### src/rtl/nco_mix_pkg.sv
package nco_mix_pkg;

    typedef enum logic [1:0] {
        S_HOLD = 2'd0,
        S_MIX  = 2'd1,
        S_TONE = 2'd2
    } nco_state_e;

    // Rounded quarter-wave sample, offset by half a step so folding needs no end fix-up.
    function automatic int quarter_sine(input int k, input int entries, input int amp);
        real ang;
        ang = 3.14159265358979 / 2.0 * (real'(k) + 0.5) / real'(entries);
        return int'(real'(amp) * $sin(ang));
    endfunction

endpackage

### src/rtl/nco_word_bank.sv
module nco_word_bank #(
    parameter int PHASE_W   = 24,
    parameter int NUM_WORDS = 3,
    localparam int SEL_W    = $clog2(NUM_WORDS)
) (
    input  logic               clk,
    input  logic               rst_n,
    input  logic               wr_en,
    input  logic [SEL_W-1:0]   wr_addr,
    input  logic [PHASE_W-1:0] wr_data,
    input  logic               load,
    input  logic [SEL_W-1:0]   sel,
    output logic [PHASE_W-1:0] active_word,
    output logic               load_ok
);
    localparam logic [SEL_W:0] NW = (SEL_W+1)'(NUM_WORDS);

    logic [PHASE_W-1:0] word_q [NUM_WORDS];
    logic [PHASE_W-1:0] picked;

    for (genvar w = 0; w < NUM_WORDS; w++) begin : g_word
        always_ff @(posedge clk or negedge rst_n) begin
            if (!rst_n)
                word_q[w] <= '0;
            else if (wr_en && wr_addr == SEL_W'(w))
                word_q[w] <= wr_data;
        end
    end

    always_comb begin
        picked = '0;
        for (int w = 0; w < NUM_WORDS; w++)
            if (sel == SEL_W'(w)) picked = word_q[w];
    end

    assign load_ok = load && ({1'b0, sel} < NW);

    always_ff @(posedge clk or negedge rst_n) begin
        if (!rst_n)
            active_word <= '0;
        else if (load_ok)
            active_word <= picked;
    end

    // An out-of-range selection must not disturb the running word.
    assert_bad_sel_keeps_word_R3: assert property (@(posedge clk) disable iff (!rst_n)
        (load && ({1'b0, sel} >= NW)) |=> $stable(active_word));

    // Only the strobe moves the active word; writes alone never do.
    assert_word_needs_strobe_R2: assert property (@(posedge clk) disable iff (!rst_n)
        !load |=> $stable(active_word));

endmodule

### src/rtl/nco_sine_lut.sv
module nco_sine_lut #(
    parameter int ADDR_W = 6,
    parameter int AMP_W  = 10
) (
    input  logic [ADDR_W+1:0]        ph_idx,
    output logic signed [AMP_W-1:0]  sin_val,
    output logic signed [AMP_W-1:0]  cos_val
);
    import nco_mix_pkg::*;

    localparam int QN  = 1 << ADDR_W;
    localparam int AMP = (1 << (AMP_W - 1)) - 1;

    logic [AMP_W-1:0] rom [QN];

    for (genvar k = 0; k < QN; k++) begin : g_rom
        assign rom[k] = AMP_W'(quarter_sine(k, QN, AMP));
    end

    logic [ADDR_W+1:0] cos_idx;
    logic [ADDR_W-1:0] s_addr, c_addr;
    logic [AMP_W-1:0]  s_mag, c_mag;

    always_comb begin
        cos_idx = ph_idx + (ADDR_W+2)'(QN);
        // odd quadrants read the table backwards, upper half negates
        s_addr  = ph_idx[ADDR_W-1:0] ^ {ADDR_W{ph_idx[ADDR_W]}};
        c_addr  = cos_idx[ADDR_W-1:0] ^ {ADDR_W{cos_idx[ADDR_W]}};
        s_mag   = rom[s_addr];
        c_mag   = rom[c_addr];
        sin_val = ph_idx[ADDR_W+1]  ? -$signed(s_mag) : $signed(s_mag);
        cos_val = cos_idx[ADDR_W+1] ? -$signed(c_mag) : $signed(c_mag);
    end

endmodule

### src/rtl/nco_mixer.sv
module nco_mixer #(
    parameter int DATA_W = 10,
    parameter int AMP_W  = 10,
    parameter int OUT_W  = 10
) (
    input  logic                     clk,
    input  logic                     rst_n,
    input  logic                     run,
    input  logic                     tone,
    input  logic                     invert,
    input  logic                     freeze_sin,
    input  logic signed [DATA_W-1:0] i_in,
    input  logic signed [DATA_W-1:0] q_in,
    input  logic signed [AMP_W-1:0]  sin_val,
    input  logic signed [AMP_W-1:0]  cos_val,
    output logic signed [OUT_W-1:0]  y_out
);
    localparam int PROD_W = DATA_W + AMP_W;
    localparam int SUM_W  = PROD_W + 1;
    localparam logic signed [DATA_W-1:0] I_FULL = DATA_W'((1 << (DATA_W - 1)) - 1);
    localparam logic signed [SUM_W-1:0]  Y_MAX  = SUM_W'((1 << (OUT_W - 1)) - 1);
    localparam logic signed [SUM_W-1:0]  Y_MIN  = -Y_MAX - SUM_W'(1);

    logic                     s1_on, s1_inv, s1_frz;
    logic signed [DATA_W-1:0] s1_i, s1_q;
    logic signed [AMP_W-1:0]  s1_sin, s1_cos;

    always_ff @(posedge clk or negedge rst_n) begin
        if (!rst_n) begin
            s1_on  <= 1'b0;
            s1_inv <= 1'b0;
            s1_frz <= 1'b0;
            s1_i   <= '0;
            s1_q   <= '0;
            s1_sin <= '0;
            s1_cos <= '0;
        end else begin
            s1_on  <= run;
            s1_inv <= invert;
            s1_frz <= freeze_sin;
            s1_i   <= tone ? I_FULL : i_in;
            s1_q   <= tone ? '0 : q_in;
            s1_sin <= sin_val;
            s1_cos <= cos_val;
        end
    end

    logic signed [PROD_W-1:0] p_i, p_q, t_i;
    logic signed [SUM_W-1:0]  sum, scaled, clipped;

    always_comb begin
        p_i     = PROD_W'(s1_i) * PROD_W'(s1_cos);
        p_q     = PROD_W'(s1_q) * PROD_W'(s1_sin);
        t_i     = s1_inv ? -p_i : p_i;
        sum     = SUM_W'(t_i) + (s1_frz ? '0 : SUM_W'(p_q));
        scaled  = sum >>> (DATA_W - 1);
        if (scaled > Y_MAX)
            clipped = Y_MAX;
        else if (scaled < Y_MIN)
            clipped = Y_MIN;
        else
            clipped = scaled;
    end

    always_ff @(posedge clk or negedge rst_n) begin
        if (!rst_n)
            y_out <= '0;
        else
            y_out <= s1_on ? clipped[OUT_W-1:0] : '0;
    end

    assert_quiet_when_idle_R1: assert property (@(posedge clk) disable iff (!rst_n)
        !s1_on |=> (y_out == '0));

    assert_frozen_iaxis_R8: assert property (@(posedge clk) disable iff (!rst_n)
        (s1_on && s1_frz && s1_i == '0) |=> (y_out == '0));

endmodule

### src/rtl/nco_quad_mixer.sv
module nco_quad_mixer #(
    parameter int PHASE_W    = 24,
    parameter int NUM_WORDS  = 3,
    parameter int LUT_ADDR_W = 6,
    parameter int LUT_W      = 10,
    parameter int DATA_W     = 10,
    parameter int OUT_W      = 10,
    localparam int SEL_W     = $clog2(NUM_WORDS)
) (
    input  logic                     clk,
    input  logic                     rst_n,
    input  logic                     wr_en,
    input  logic [SEL_W-1:0]         wr_addr,
    input  logic [PHASE_W-1:0]       wr_data,
    input  logic                     load,
    input  logic [SEL_W-1:0]         load_sel,
    input  logic                     cw_mode,
    input  logic                     invert,
    input  logic                     freeze_sin,
    input  logic signed [DATA_W-1:0] i_in,
    input  logic signed [DATA_W-1:0] q_in,
    output logic signed [OUT_W-1:0]  y_out
);
    import nco_mix_pkg::*;

    localparam int IDX_W = LUT_ADDR_W + 2;

    logic [PHASE_W-1:0]      active_word;
    logic                    load_ok;
    nco_state_e              state_q, state_d;
    logic                    run, tone;
    logic [PHASE_W-1:0]      phase_q;
    logic signed [LUT_W-1:0] sin_val, cos_val;

    nco_word_bank #(.PHASE_W(PHASE_W), .NUM_WORDS(NUM_WORDS)) u_bank (
        .clk         (clk),
        .rst_n       (rst_n),
        .wr_en       (wr_en),
        .wr_addr     (wr_addr),
        .wr_data     (wr_data),
        .load        (load),
        .sel         (load_sel),
        .active_word (active_word),
        .load_ok     (load_ok)
    );

    // state register
    always_ff @(posedge clk or negedge rst_n) begin
        if (!rst_n) state_q <= S_HOLD;
        else        state_q <= state_d;
    end

    // next state
    always_comb begin
        state_d = state_q;
        unique case (state_q)
            S_HOLD:  if (load_ok) state_d = cw_mode ? S_TONE : S_MIX;
            S_MIX:   if (cw_mode) state_d = S_TONE;
            S_TONE:  if (!cw_mode) state_d = S_MIX;
            default: state_d = S_HOLD;
        endcase
    end

    // state-decoded controls
    always_comb begin
        run  = 1'b0;
        tone = 1'b0;
        unique case (state_q)
            S_HOLD:  ;
            S_MIX:   run = 1'b1;
            S_TONE:  begin run = 1'b1; tone = 1'b1; end
            default: ;
        endcase
    end

    always_ff @(posedge clk or negedge rst_n) begin
        if (!rst_n)   phase_q <= '0;
        else if (!run) phase_q <= '0;
        else          phase_q <= phase_q + active_word;
    end

    nco_sine_lut #(.ADDR_W(LUT_ADDR_W), .AMP_W(LUT_W)) u_lut (
        .ph_idx  (phase_q[PHASE_W-1 -: IDX_W]),
        .sin_val (sin_val),
        .cos_val (cos_val)
    );

    nco_mixer #(.DATA_W(DATA_W), .AMP_W(LUT_W), .OUT_W(OUT_W)) u_mix (
        .clk        (clk),
        .rst_n      (rst_n),
        .run        (run),
        .tone       (tone),
        .invert     (invert),
        .freeze_sin (freeze_sin),
        .i_in       (i_in),
        .q_in       (q_in),
        .sin_val    (sin_val),
        .cos_val    (cos_val),
        .y_out      (y_out)
    );

    assert_hold_phase_zero_R1: assert property (@(posedge clk) disable iff (!rst_n)
        (state_q == S_HOLD) |-> (phase_q == '0));

    assert_phase_step_R4: assert property (@(posedge clk) disable iff (!rst_n)
        (state_q != S_HOLD) |=> (phase_q == $past(phase_q + active_word)));

    assert_no_return_to_hold_R11: assert property (@(posedge clk) disable iff (!rst_n)
        (state_q != S_HOLD) |=> (state_q != S_HOLD));

endmodule

### config.mk
export PLATFORM = sky130hd
export DESIGN_NAME = nco_quad_mixer
export DESIGN_NICKNAME = d
export VERILOG_FILES = /design/src/rtl/nco_mix_pkg.sv /design/src/rtl/nco_word_bank.sv /design/src/rtl/nco_sine_lut.sv /design/src/rtl/nco_mixer.sv /design/src/rtl/nco_quad_mixer.sv
export SDC_FILE = /design/constraint.sdc
export NUM_CORES = 1
export LEC_CHECK = 0
export CAP_MARGIN = 20
export CORE_UTILIZATION = 50
export DETAILED_ROUTE_END_ITERATION = 12
export MAX_ROUTING_LAYER = met4
export PLACE_DENSITY_LB_ADDON = 0.12
export RECOVER_POWER = 50
export SYNTH_ARGS = -nofsm -noshare
export SYNTH_HDL_FRONTEND = slang
export SYNTH_SLANG_ARGS = --single-unit
### constraint.sdc
create_clock -name clk -period 13.6 [get_ports clk]
set_input_delay 2.04 -clock clk [delete_from_list [all_inputs] [get_ports clk]]
set_output_delay 2.04 -clock clk [all_outputs]
set_load 0.005 [all_outputs]
==> metrics.txt, run 1 <==
vias in the first global route=14800; slowest stage delay, CP=870 ps; Seq/Total Area, Yosys=22.8%; Sink Count=175; endpoint class of the critical path=flip-flop; maximum capacitance violations=5; fraction of registers with async set/reset=100%; Peak Freq=118 MHz; initial antenna violation count=0; # rows=71; Syn Std Cell Area=19200 um2; class of the worst hold path=flip-flop to flip-flop; buffer count from post-CTS setup fixing=0; Initial Util=50.9%; Antenna Cells=0; Final WS setup=5100 ps; Startpoint Class=flip-flop; Setup Crit Path Kind=flip-flop to flip-flop; total gr overflow=0; failing checks=capacitance limit, slew limit; number of routed nets with antenna violations=0; relative slew slack=-131%; Yosys Warn Count=0; FF-to-FF Start=u_mix.s1_i[3]$_DFF_PN0_; largest net degree at the start of global routing=68; Slew Limit Fails=258; Post-synth EDFFs=0; Root Driver=clkbuf_16; RSZ-0062 raised after global routing=no; post-route minimum period=8500 ps; post-cts hold buffer count=0; DP HPWL=33500 um; synth unique cells=81; Area after DPL=20200 um2; DRC Markers=0; Area contributors post-synth=dfrtp_1 (23%), fa_1 (19%), ha_1 (10%), mux2_2 (5.9%), inv_1 (4.4%); origin of the worst min-delay path=u_bank.word_q[18]$_DFFE_PN0P_; DRT Wirelength=43900 um; top fanout value on the critical path=10; cell mode on critical path=fa_1; first-pass GRT wire length=73900 um; routed wl met2=22100 um; met3 routed WL=1330 um; Slew @ Worst Pin=3470 ps; drt pass-1 iters=6; Final TNS setup=0 ps; post-synthesis cell count=2069; routed via count=14500; Layout area overhead=8.41%; DR top layer=met4; Die H=198 um; Setup crit start=u_mix.s1_i[3]$_DFF_PN0_; Final GP Congestion=0.910; Worst Skew=12.5 ps; final net count=2453; IO Count=65; Tot GR Track Use=24.4%; synthesis-stage register bit count=175; Net Count, Synth=2461; crit share post-route=62.5%; CTS tree=done; Worst Path Required=13980 ps; Final setup viols=0; latest clock arrival within the worst-skew pair=450 ps; Final Hold Fails=0; Post-CTS Resized=0; H-tree levels=4; share of cells above drive strength 1=9.06%; post-synth top area share=22.8%; status=complete, but fails checks; DRT iter0 DRCs=785; Max clock buf depth=2; post-route cell area=20800 um2; Yosys top cell by area=dfrtp_1; die area=39200 um2; PortBufs=64; slowest cell on the critical path=a221oi_1; met1 wire length=19700 um; fin cells=2585; Via-to-Cell Ratio=5.60; total CTS buffers=17; DP Worst Slack=5180 ps; core box area=37800 um2; CP arrival=8880 ps; Avg Cell Area, Syn=9.28 um2; die width=198 um; Inst Count DP=2552; Top FF cell, synth=dfrtp_1; CTS clk-pin slew, worst paths=70 ps; Routed WL per cell=17.0 um
layer usage:
metal	GRT usage [%]	up-vias
met5	-	-
met4	6.80	0
met3	2.45	48
met2	42.0	310
met1	30.7	7179
li1	-	6947
stage by stage:
stage / utilization (%) / hold slack, ps
CTS: 55.2 / 500
global route: 55.1 / 509
detailed placement: 53.5 / 484
floorplan: - / 470
finish: 55.1 / 497
global placement: 53.5 / 478
cells in the mapped netlist (5+ instances only):
library cell,n
nand2_1,191
o31ai_1,10
o21a_1,12
or3_1,11
mux2_2,100
buf_1,14
a211oi_1,13
nand3_1,21
mux2i_1,29
buf_2,12
nor3_1,24
a221oi_1,10
nand2b_1,51
nor4_1,7
fa_1,183
inv_1,225
or2_2,21
a22oi_1,6
a21oi_1,100
o211ai_1,18
nand4_1,5
o22ai_1,37
ha_1,154
and2_1,87
o21ai_0,66
xor2_1,37
nor2b_1,31
clkbuf_1,84
a31oi_1,21
and3_1,6
or4_1,5
dfrtp_1,175
xnor2_1,80
a21o_1,30
a221o_1,6
o311ai_0,6
nor2_1,101
cells in the final DEF, fill, tap and decap left out, drive strengths merged, types with 21 or more instances in the layout:
master | netlist | final
ha | 154 | 154
a31oi | 21 | 21
mux2i | 29 | 29
fa | 183 | 183
and2 | 88 | 88
o21ai | 69 | 69
o22ai | 37 | 37
nand2 | 191 | 191
dlygate4sd3 | 0 | 23
clkbuf | 84 | 23
mux2 | 100 | 100
clkdlybuf4s50 | 0 | 38
nand3 | 21 | 21
nor2 | 101 | 101
xnor2 | 80 | 80
or2 | 23 | 23
nor2b | 32 | 32
nor3 | 24 | 24
xor2 | 38 | 38
inv | 225 | 230
nand2b | 51 | 51
a21oi | 100 | 100
a21o | 30 | 30
dfrtp | 175 | 175
registers in the layout, summed over array words and instances, names as in the netlist:
signal	cells
u_bank.word_q	72
phase_q	24
u_bank.active_word	24
u_mix.s1_cos	10
u_mix.s1_i	10
u_mix.s1_q	10
u_mix.s1_sin	10
u_mix.y_out	10
state_q	2
u_mix.s1_frz	1
u_mix.s1_inv	1
u_mix.s1_on	1
cells by family (layout without fill, tap and decap cells):
group,Yosys count,count (layout),share of synthesized area (%)
multiplexers,129,129,7.38
XOR/XNOR,118,118,5.42
adder cells (fa/ha/maj),337,337,29.1
buffers and inverters,338,343,6.70
AO/OA/AOI/OAI,394,394,13.6
AND/OR/NAND/NOR,578,578,15.0
flip-flops,175,175,22.8
worst paths after layout:
| kind | to | slack (ps) | depth (start not counted) |
|---|---|---|---|
| worst max-delay path | u_mix.y_out[8]$_DFF_PN0_ | 5100 | 29 |
| worst min-delay path | u_bank.word_q[18]$_DFFE_PN0P_ | 500 | 1 |
| worst max register to register | u_mix.y_out[8]$_DFF_PN0_ | 5100 | 29 |
| worst min register to register | u_bank.word_q[18]$_DFFE_PN0P_ | 500 | 1 |
| max in group asynchronous | u_bank.active_word[14]$_DFFE_PN0P_ | 6290 | 2 |
| min in group asynchronous | u_bank.word_q[67]$_DFFE_PN0P_ | 2760 | 1 |
worst max-delay path: cells and delay by family, from the launching register on:
family                     cells  cell delay, ps
xor gates and xnor gates       1             180
and+or+nand+nor                6            1400
DFF                            1             510
AOI/OAI and AO/OA             11            2930
buffers and inverters          4             190
adders and majority gates      7            3200
layout make-up:
type                            instances  area, um2
Tap cell                              511        639
Timing Repair Buffer                   84        767
Clock inverter                         14        201
Inverter                              227        852
Fill cell                            3482      16900
Sequential cell                       175       4380
Clock buffer                           18        429
Multi-Input combinational cell       1556      13500
Power of run 1 is not shown: default switching activity piles up to over one toggle a cycle in this logic, so the estimate is an artifact.
==> run 2, diff against run 1 <==
- clock period: 13.6 -> 7.4 ns (I/O delays scaled with it)
==> metrics.txt, run 2 (synthesis results as in run 1) <==
status=complete, but fails checks; failing checks=capacitance limit, slew limit; slowest cell on the critical path=fa_1; busiest layer in global routing=met2; final net count=2506; FF-to-FF Start=u_mix.s1_cos[3]$_DFF_PN0_; CTS clk-pin slew, worst paths=70 ps; Multi-input gate area=13700 um2; Max clock buf depth=2; max reg flops=72; Setup Crit Path Kind=flip-flop to flip-flop; Root Driver=clkbuf_16; Layout area overhead=11.3%; relative slew slack=-125%; flip-flop and latch area=4390 um2; Setup crit start=u_mix.s1_cos[3]$_DFF_PN0_; class of the worst hold path=flip-flop to flip-flop; initial antenna violation count=1; Final GP Congestion=0.899; DRT Wirelength=44600 um; Peak Freq=136 MHz; Worst Skew=13.6 ps; Sink Count=175; largest net degree at the start of global routing=115; Worst Path Required=7790 ps; Routed WL per cell=16.9 um; core box area=37800 um2; vias in the first global route=15200; IO Count=65; RSZ-0062 raised after global routing=yes; Area after DPL=20500 um2; Via-to-Cell Ratio=5.57; met1 GRT Util=30.5%; most common cell after layout, fill and taps aside=inv_1; CP arrival=7760 ps; Final Hold Fails=0; top flop regs=u_bank.word_q (72), phase_q (24), u_bank.active_word (24); die area=39200 um2; total CTS buffers=17; total gr overflow=0; Startpoint Class=flip-flop; Tot GR Track Use=24.7%; GRT met3 Usage=3.34%; Fill cells=3397; Final setup viols=0; H-tree levels=4; post-route minimum period=7370 ps; origin of the worst min-delay path=u_bank.word_q[10]$_DFFE_PN0P_; post-route cell area=21400 um2; DRT iter0 DRCs=805; crit share post-route=99.5%; top fanout value on the critical path=9; latest clock arrival within the worst-skew pair=460 ps; Slew Limit Fails=221; Initial Util=50.9%; DRC Markers=0; share of cells above drive strength 1=13.1%; routed via count=14700; first-pass GRT wire length=74900 um; cell mode on critical path=fa_1; CTS tree=done; Reg with most FFs=u_bank.word_q; maximum capacitance violations=5; # rows=71; commonest non-fill, non-tap cells in the layout=inv_1 (223), nand2_1 (190), fa_1 (182), dfrtp_1 (165), ha_1 (148); drt pass-1 iters=6; endpoint class of the critical path=flip-flop; die width=198 um; number of routed nets with antenna violations=0; Layout Utilization=56.6%; Die H=198 um; DP HPWL=33800 um; PortBufs=64; Slew @ Worst Pin=3380 ps; slowest stage delay, CP=540 ps; met2 track demand over resource=42.3%
==> run 2: repair_timing <==
item,4_1_cts,5_1_grt
setup buffers,9,3
resized for setup,25,15
hold buffers,0,0
endpoints found under the setup margin,9,10
hold endpoints to repair,0,0
gates cloned,1,0
pin swaps,16,3
==> run 2: per-stage QoR <==
| step | worst slack, ps | hold slack, ps | setup TNS (ps) | instances |
|---|---|---|---|---|
| 2_1_floorplan | 55.2 | 470 | 0 | 2069 |
| 3_3_place_gp | -13.4 | 478 | -106 | 2591 |
| 3_5_place_dp | -138 | 484 | -1180 | 2591 |
| 4_1_cts | 10.5 | 500 | 0 | 2633 |
| 5_1_grt | -310 | 509 | -2890 | 2639 |
| 6_report | 33.7 | 497 | 0 | 2639 |
==> run 2: critical path, delay by kind of cell, from the launching register on <==
| family | cells | cell delay [ps] |
|---|---|---|
| compound gates | 11 | 2030 |
| xor+xnor | 2 | 240 |
| fa+ha+maj | 7 | 3040 |
| buf+inv | 5 | 470 |
| flops | 1 | 430 |
| simple gates | 5 | 1090 |
==> run 2: final timing paths <==
kind	slack (ps)	depth (start not counted)	endpoint
max in group asynchronous	1340	3	u_mix.s1_cos[4]$_DFF_PN0_
hold reg to reg	500	1	u_bank.word_q[10]$_DFFE_PN0P_
min in group asynchronous	1480	1	u_bank.word_q[55]$_DFFE_PN0P_
setup reg to reg	30	30	u_mix.y_out[2]$_DFF_PN0_
hold / removal	500	1	u_bank.word_q[10]$_DFFE_PN0P_
setup / recovery	30	30	u_mix.y_out[2]$_DFF_PN0_
==> run 2: area by class of cell <==
class / instances / share of cell area, %
diodes: 1 / 0.0117
clock buffers: 18 / 2.01
clock inverters: 14 / 0.673
inverters: 227 / 3.99
multi-input cells: 1556 / 64.3
flip-flops and latches: 175 / 20.6
well taps: 511 / 2.99
repair buffers: 137 / 5.52
==> run 2: metal layers <==
| metal | vias to the layer above | wire [um] |
|---|---|---|
| met1 | 7335 | 19600 |
| met4 | 0 | 927 |
| met3 | 56 | 1430 |
| li1 | 7052 | - |
| met5 | - | 0 |
| met2 | 263 | 22600 |
Power of run 2 is left out for the same reason.
==> run 3, diff against run 2 <==
- ABC_CLOCK_PERIOD_IN_PS: not set -> 7400
==> results of run 3 <==
Final layout, timing and power as in run 2 (identical DEF).
Power of run 3 is left out for the same reason.
